$ cat config.mk
export PLATFORM = sky130hd
export DESIGN_NAME = dmac_chan_regs
export DESIGN_NICKNAME = d
export VERILOG_FILES = /design/src/rtl/dmac_regs_pkg.sv /design/src/rtl/dmac_reg_decode.sv /design/src/rtl/dmac_reg_file.sv /design/src/rtl/dmac_chan_regs.sv
export SDC_FILE = /design/constraint.sdc
export NUM_CORES = 1
export LEC_CHECK = 0
export BUFFER_PORTS_ARGS = -buffer_cell sky130_fd_sc_hd__buf_2
export CORE_MARGIN = 2
export CORE_UTILIZATION = 30
export CTS_BUF_LIST = sky130_fd_sc_hd__clkbuf_8
export DETAILED_ROUTE_END_ITERATION = 16
export SKIP_LAST_GASP = 1
export SLEW_MARGIN = 20
export SYNTH_ARGS = -nofsm -noshare
export SYNTH_HDL_FRONTEND = slang
export SYNTH_HIERARCHICAL = 1
export SYNTH_SLANG_ARGS = --single-unit
$ cat constraint.sdc
create_clock -name clk -period 6.05 [get_ports clk]
set_input_delay 1.21 -clock clk [delete_from_list [all_inputs] [get_ports clk]]
set_output_delay 1.21 -clock clk [all_outputs]
set_load 0.005 [all_outputs]
$ cat src/rtl/dmac_regs_pkg.sv
package dmac_regs_pkg;

  localparam int CH_IDX_MAX_W = 8;

  localparam int CTL_DE_BIT  = 0;
  localparam int CTL_TE_BIT  = 1;
  localparam int CTL_IE_BIT  = 2;
  localparam int CTL_SRC_LSB = 8;
  localparam int CTL_SRC_W   = 4;

  localparam int          OP_EN_W   = 3;
  localparam logic [2:0]  OP_EN_VAL = 3'b001;

  typedef enum logic [2:0] {
    SEL_NONE,
    SEL_SRC,
    SEL_DST,
    SEL_CNT,
    SEL_CTL,
    SEL_OP
  } rdSel_e;

  typedef struct packed {
    logic                    wrSrc;
    logic                    wrDst;
    logic                    wrCnt;
    logic                    wrCtl;
    logic                    wrOp;
    rdSel_e                  rdSel;
    logic [CH_IDX_MAX_W-1:0] chan;
  } regStrobe_t;

endpackage

$ cat src/rtl/dmac_reg_decode.sv
module dmac_reg_decode
  import dmac_regs_pkg::*;
#(
  parameter int BUS_ADDR_W  = 32,
  parameter int MAP_W       = 12,
  parameter int NUM_CH      = 4,
  parameter int STRIDE_LOG2 = 4,
  parameter int CHAN_BASE   = 'h000,
  parameter int OP_ADDR     = 'h040,
  parameter int OFF_SRC     = 'h0,
  parameter int OFF_DST     = 'h4,
  parameter int OFF_CNT     = 'h8,
  parameter int OFF_CTL     = 'hC
) (
  input  logic                  clk,
  input  logic                  rstN,
  input  logic                  wrEn,
  input  logic [BUS_ADDR_W-1:0] addr,
  output regStrobe_t            strobe
);

  localparam logic [MAP_W-1:0]       BASE_L = MAP_W'(CHAN_BASE);
  localparam logic [MAP_W-1:0]       WIN_L  = MAP_W'(NUM_CH << STRIDE_LOG2);
  localparam logic [MAP_W-1:0]       OP_L   = MAP_W'(OP_ADDR);
  localparam logic [STRIDE_LOG2-1:0] SRC_L  = STRIDE_LOG2'(OFF_SRC);
  localparam logic [STRIDE_LOG2-1:0] DST_L  = STRIDE_LOG2'(OFF_DST);
  localparam logic [STRIDE_LOG2-1:0] CNT_L  = STRIDE_LOG2'(OFF_CNT);
  localparam logic [STRIDE_LOG2-1:0] CTL_L  = STRIDE_LOG2'(OFF_CTL);

  logic [MAP_W-1:0]       addrLocal;
  logic [MAP_W-1:0]       relAddr;
  logic [STRIDE_LOG2-1:0] offset;
  logic                   inWin;
  rdSel_e                 sel;

  logic unusedAddrHi;
  assign unusedAddrHi = ^addr[BUS_ADDR_W-1:MAP_W];

  always_comb begin
    addrLocal = addr[MAP_W-1:0];
    relAddr   = addrLocal - BASE_L;
    inWin     = relAddr < WIN_L;
    offset    = relAddr[STRIDE_LOG2-1:0];
    sel       = SEL_NONE;
    if (inWin) begin
      case (offset)
        SRC_L:   sel = SEL_SRC;
        DST_L:   sel = SEL_DST;
        CNT_L:   sel = SEL_CNT;
        CTL_L:   sel = SEL_CTL;
        default: sel = SEL_NONE;
      endcase
    end else if (addrLocal == OP_L) begin
      sel = SEL_OP;
    end
  end

  always_comb begin
    strobe.rdSel = sel;
    strobe.chan  = CH_IDX_MAX_W'(relAddr >> STRIDE_LOG2);
    strobe.wrSrc = wrEn && (sel == SEL_SRC);
    strobe.wrDst = wrEn && (sel == SEL_DST);
    strobe.wrCnt = wrEn && (sel == SEL_CNT);
    strobe.wrCtl = wrEn && (sel == SEL_CTL);
    strobe.wrOp  = wrEn && (sel == SEL_OP);
  end

  // any per-channel write names a channel that exists
  assert_wr_chan_range_R5: assert property (@(posedge clk) disable iff (!rstN)
    (strobe.wrSrc || strobe.wrDst || strobe.wrCnt || strobe.wrCtl)
      |-> (int'(strobe.chan) < NUM_CH));

  // at most one register is written per cycle
  assert_wr_onehot_R5: assert property (@(posedge clk) disable iff (!rstN)
    $onehot0({strobe.wrSrc, strobe.wrDst, strobe.wrCnt, strobe.wrCtl, strobe.wrOp}));

endmodule

$ cat src/rtl/dmac_reg_file.sv
module dmac_reg_file
  import dmac_regs_pkg::*;
#(
  parameter int NUM_CH = 4,
  parameter int DATA_W = 32
) (
  input  logic                          clk,
  input  logic                          rstN,
  input  regStrobe_t                    strobe,
  input  logic [DATA_W-1:0]             wrData,
  input  logic [NUM_CH-1:0]             xferDone,
  output logic [DATA_W-1:0]             rdData,
  output logic [NUM_CH-1:0]             chanEnabled,
  output logic                          ctrlEnabled,
  output logic [NUM_CH*CTL_SRC_W-1:0]   chanSource,
  output logic [NUM_CH-1:0]             irqReq
);

  localparam int CH_W = (NUM_CH > 1) ? $clog2(NUM_CH) : 1;

  logic [NUM_CH-1:0][DATA_W-1:0] srcReg;
  logic [NUM_CH-1:0][DATA_W-1:0] dstReg;
  logic [NUM_CH-1:0][DATA_W-1:0] cntReg;
  logic [NUM_CH-1:0][DATA_W-1:0] ctlReg;
  logic [NUM_CH-1:0][DATA_W-1:0] ctlNext;
  logic [DATA_W-1:0]             opReg;
  logic [NUM_CH-1:0]             irqNext;

  logic [NUM_CH-1:0] chanHit;
  logic [NUM_CH-1:0] ctlHit;
  logic [CH_W-1:0]   chIdx;

  assign chIdx = CH_W'(strobe.chan);

  for (genvar g = 0; g < NUM_CH; g++) begin : gChan
    assign chanHit[g] = (strobe.chan == CH_IDX_MAX_W'(g));
    assign ctlHit[g]  = strobe.wrCtl && chanHit[g];
    assign chanEnabled[g] = ctlReg[g][CTL_TE_BIT:CTL_DE_BIT] == 2'b01;
    assign chanSource[g*CTL_SRC_W +: CTL_SRC_W] =
      ctlReg[g][CTL_SRC_LSB +: CTL_SRC_W];

    // a pending request always has both flags behind it
    assert_irq_has_flags_R7: assert property (@(posedge clk) disable iff (!rstN)
      irqReq[g] |-> (ctlReg[g][CTL_IE_BIT] && ctlReg[g][CTL_TE_BIT]));

    // a done pulse always leaves transfer end set
    assert_done_sets_te_R9: assert property (@(posedge clk) disable iff (!rstN)
      xferDone[g] |=> ctlReg[g][CTL_TE_BIT]);

    // the request only rises after a done pulse
    assert_irq_rise_cause_R10: assert property (@(posedge clk) disable iff (!rstN)
      $rose(irqReq[g]) |-> $past(xferDone[g]));

    // writing IE clear withdraws the request
    assert_ie_clear_drops_R8: assert property (@(posedge clk) disable iff (!rstN)
      (ctlHit[g] && !wrData[CTL_IE_BIT]) |=> !irqReq[g]);

    // writing TE clear withdraws the request unless the engine sets it
    assert_te_clear_drops_R8: assert property (@(posedge clk) disable iff (!rstN)
      (ctlHit[g] && !wrData[CTL_TE_BIT] && !xferDone[g]) |=> !irqReq[g]);
  end

  assign ctrlEnabled = opReg[OP_EN_W-1:0] == OP_EN_VAL;

  always_comb begin
    for (int i = 0; i < NUM_CH; i++) begin
      ctlNext[i] = ctlHit[i] ? wrData : ctlReg[i];
      if (xferDone[i]) ctlNext[i][CTL_TE_BIT] = 1'b1;
      irqNext[i] = irqReq[i];
      if (xferDone[i] && ctlNext[i][CTL_IE_BIT])
        irqNext[i] = 1'b1;
      else if (ctlHit[i] && !(ctlNext[i][CTL_IE_BIT] && ctlNext[i][CTL_TE_BIT]))
        irqNext[i] = 1'b0;
    end
  end

  always_ff @(posedge clk) begin
    if (!rstN) begin
      srcReg <= '0;
      dstReg <= '0;
      cntReg <= '0;
      ctlReg <= '0;
      opReg  <= '0;
      irqReq <= '0;
    end else begin
      for (int i = 0; i < NUM_CH; i++) begin
        if (strobe.wrSrc && chanHit[i]) srcReg[i] <= wrData;
        if (strobe.wrDst && chanHit[i]) dstReg[i] <= wrData;
        if (strobe.wrCnt && chanHit[i]) cntReg[i] <= wrData;
      end
      ctlReg <= ctlNext;
      irqReq <= irqNext;
      if (strobe.wrOp) opReg <= wrData;
    end
  end

  always_comb begin
    case (strobe.rdSel)
      SEL_SRC: rdData = srcReg[chIdx];
      SEL_DST: rdData = dstReg[chIdx];
      SEL_CNT: rdData = cntReg[chIdx];
      SEL_CTL: rdData = ctlReg[chIdx];
      SEL_OP:  rdData = opReg;
      default: rdData = '0;
    endcase
  end

endmodule

$ cat src/rtl/dmac_chan_regs.sv
module dmac_chan_regs
  import dmac_regs_pkg::*;
#(
  parameter int NUM_CH     = 4,
  parameter int DATA_W     = 32,
  parameter int BUS_ADDR_W = 32,
  parameter int MAP_W      = 12
) (
  input  logic                        clk,
  input  logic                        rstN,
  input  logic                        regWrEn,
  input  logic [BUS_ADDR_W-1:0]       regAddr,
  input  logic [DATA_W-1:0]           regWrData,
  output logic [DATA_W-1:0]           regRdData,
  input  logic [NUM_CH-1:0]           xferDone,
  output logic [NUM_CH-1:0]           chanEnabled,
  output logic                        ctrlEnabled,
  output logic [NUM_CH-1:0]           chanGo,
  output logic [NUM_CH*CTL_SRC_W-1:0] chanSource,
  output logic [NUM_CH-1:0]           irqReq
);

  regStrobe_t strobe;

  dmac_reg_decode #(
    .BUS_ADDR_W (BUS_ADDR_W),
    .MAP_W      (MAP_W),
    .NUM_CH     (NUM_CH)
  ) u_decode (
    .clk    (clk),
    .rstN   (rstN),
    .wrEn   (regWrEn),
    .addr   (regAddr),
    .strobe (strobe)
  );

  dmac_reg_file #(
    .NUM_CH (NUM_CH),
    .DATA_W (DATA_W)
  ) u_regs (
    .clk         (clk),
    .rstN        (rstN),
    .strobe      (strobe),
    .wrData      (regWrData),
    .xferDone    (xferDone),
    .rdData      (regRdData),
    .chanEnabled (chanEnabled),
    .ctrlEnabled (ctrlEnabled),
    .chanSource  (chanSource),
    .irqReq      (irqReq)
  );

  assign chanGo = chanEnabled & {NUM_CH{ctrlEnabled}};

endmodule

==> flow_metrics.env <==
export IMPL_hp_start="u_regs/srcReg[17]$_SDFFE_PN0P_"
export IMPL_place_ws_ns=0.430
export IMPL_ant_nets=0
export IMPL_row_count=100
export IMPL_cp_slowest_cell="nor3_2"
export IMPL_die_width_um=279
export IMPL_clock_root_buffer="clkbuf_8"
export IMPL_cts_sink_count=548
export IMPL_synth_distinct_cells=49
export IMPL_dr_wl_met3_um=3430
export IMPL_ff2ff_setup_slack_ns=5.13
export IMPL_dieArea_mm2=0.0777
export IMPL_syn_nets=2557
export IMPL_syn_area_mm2=0.0227
export IMPL_r2r_end="u_regs/irqReq[0]$_SDFFE_PN0P_"
export IMPL_antenna_found_initial=4
export IMPL_clock_path_buffers=3
export IMPL_detailed_place_hpwl_um=38900
export IMPL_syn_mean_instance_area_um2=9.11
export IMPL_wl_per_cell_um=18.6
export IMPL_routed_top_layer="met5"
export IMPL_yosys_top_cells_area="dfxtp_1, nand3_1, o21ai_0, mux2i_1, mux4_2"
export IMPL_r2r_start="u_regs/ctlReg[2]$_SDFF_PN0_"
export IMPL_place_gp_congestion=0.793
export IMPL_cp_arrival_ns=4.45
export IMPL_initial_utilization_pct=30.4
export IMPL_vias_per_cell=5.15
export IMPL_async_reset_ff_share_pct=0
export IMPL_setup_violations_final=0
export IMPL_whs_path_depth=2
export IMPL_path_cells="buf_2, nor4_1, nand2b_1, nor3_1, inv_1, nor3_2, buf_4, a221oi_1, nand2_1, buf_2"
export IMPL_layout_commonest_cell="dfxtp_1"
export IMPL_timing_final_crit_share_pct=93.6
export IMPL_drtPass1Iterations=7
export IMPL_hold_viol_final=0
export IMPL_r2r_cells=3
export IMPL_fin_util_pct=34.2
export IMPL_instances_no_fill=3489
export IMPL_drt_met1_wl_um=29200
export IMPL_cp_max_fo=24
export IMPL_netlist_instances=2486
export IMPL_totalNegativeSetupSlack_ns=0
export IMPL_cts_tree="built"
export IMPL_startpoint_type="input pin"
export IMPL_routed_wl_um=65000
export IMPL_fin_worst_skew_ns=0.0224
export IMPL_tightest_slew_ns=1.10
export IMPL_hold_slack_ns=0.460
export IMPL_synth_seq_cells=548
export IMPL_rsz0062_at_grt="no"
export IMPL_maxSlewViolCount=0
export IMPL_crit_path_max_incr_delay_ns=0.84
export IMPL_fin_area_mm2=0.0255
export IMPL_ys_seq_area_share_pct=48.4
export IMPL_num_vias=18000
export IMPL_status="finished clean"
export IMPL_end_kind="primary output"
export IMPL_drt_iter0_drc=1174
export IMPL_grt_max_degree=129
export IMPL_power_mw=6.99
export IMPL_p_per_area_mw_per_mm2=275
export IMPL_synth_top_area_share_pct=48.4
export IMPL_place_area_mm2=0.0238
export IMPL_grt_pass1_vias=16900
export IMPL_cap_viol_max_count=0
export IMPL_crit_type="in -> out"
export IMPL_synth_top_area_cell="dfxtp_1"
export IMPL_core_mm2=0.0746
export IMPL_grt_usage_pct=16.4
export IMPL_finalWorstSetupSlack_ns=0.388
export IMPL_clk_pin_slew_ns=0.06
export IMPL_hold_path_class="reg -> reg"
export IMPL_syn2layout_area_growth_pct=12.4
export IMPL_post_cts_buffers=0
export IMPL_htree_levels=3
export IMPL_final_cell_mix="dfxtp_1, nand3_1, o21ai_0"
export IMPL_die_h_um=279
export IMPL_numCtsBuffers=85
export IMPL_critical_path_cell_count=10
export IMPL_crit_required_ns=4.84
export IMPL_ctsResizeCount=0
export IMPL_fmax_mhz=177
export IMPL_max_slew_margin_pct=25.8
export IMPL_path_delay_family="simple AND/OR/NAND/NOR gates"
export IMPL_finalCriticalPeriod_ns=5.66
export IMPL_worstHoldEndpoint="u_regs/srcReg[17]$_SDFFE_PN0P_"
export IMPL_io_buffers=111
export IMPL_pin_count=132
export IMPL_p_leak_nw=9.28
export IMPL_place_inst=3338
export IMPL_hold_buffers=0
export IMPL_drc=0
export IMPL_yosys_warnings=6
export IMPL_ys_flop_type="dfxtp_1"
export IMPL_cp_startpoint="regAddr[11]"
export IMPL_path_common_cell="buf_2"
export IMPL_insertion_delay_ns=0.68
export IMPL_irDropWorstVdd_uv=123
export IMPL_grt_pass1_wl_um=100000
export IMPL_finalNetCount=2527
export IMPL_wl_met2_um=30000
export IMPL_synth_edf_count=0
export IMPL_gr_total_overflow=0
export IMPL_worst_path_buf_inv=4
export IMPL_drive_above_1_share_pct=14.1
==> worst reg2reg max path, cell delays in order (launching register included) <==
cell     delay, ns
dfxtp_1       0.33
a21oi_1       0.17
mux2i_1       0.10
o21a_1        0.19
==> layout make-up <==
type / count / area, um^2
sequential: 548 / 11000
inverter: 4 / 15.0
tap: 969 / 1210
fill: 7771 / 49100
antenna: 2 / 5.00
clock inverter: 40 / 198
clock buffer: 109 / 1500
timing repair buffer: 169 / 1050
multi-input combinational: 1648 / 10500
==> routing by layer <==
metal  global-route usage, %  vias to the layer above
li1                        -                     8935
met1                    21.2                     8568
met2                    26.5                      348
met3                    3.49                      121
met4                    7.39                        4
met5                       0                        -
==> worst max path at each step <==
stage / end / slack, ns
after CTS: regRdData[11] / 0.43
after detailed placement: regRdData[11] / 0.43
after floorplan: regRdData[10] / 1.55
after global routing: regRdData[22] / 0.13
after global placement: regRdData[11] / 0.38
final: regRdData[11] / 0.39
==> sequential cells by signal, indices dropped and copies added (netlist names) <==
register           flops
u_regs/chanSource     16
u_regs/dstReg        128
u_regs/irqReq          4
u_regs/opReg          32
u_regs/cntReg        128
u_regs/srcReg        128
u_regs/ctlReg        112
==> where the power goes <==
| part | leakage [nW] | switching [mW] | internal (mW) |
|---|---|---|---|
| Combinational | 3.87 | 0.209 | 0.0778 |
| Sequential | 4.41 | 0.00141 | 3.61 |
| Clock | 0.995 | 1.44 | 1.65 |
| Total | 9.28 | 1.65 | 5.34 |
==> cell families (layout without fill, tap and decap cells) <==
| logic type | Yosys count | count (layout) | synth area share, % |
|---|---|---|---|
| xor gates and xnor gates | 1 | 1 | 0.0387 |
| and+or+nand+nor | 765 | 765 | 17.7 |
| muxes | 262 | 262 | 13.4 |
| DFF | 548 | 548 | 48.4 |
| buffers and inverters | 290 | 322 | 5.53 |
| other | 0 | 2 | 0 |
| AOI/OAI and AO/OA | 620 | 620 | 14.9 |
==> cell usage after synthesis (all sizes together), types with 2 or more instances <==
master / number
nor2: 7
nor4: 7
clkbuf: 149
o21a: 6
a21oi: 5
inv: 4
a22oi: 31
a221oi: 31
and3: 2
mux2: 3
buf: 137
nor2b: 40
nor3: 3
and2: 6
nand3: 515
o21ai: 510
nand2: 132
mux2i: 226
o22ai: 32
mux4: 33
dfxtp: 548
nand4: 44
nor3b: 2
(Power assumes the default switching activity.)
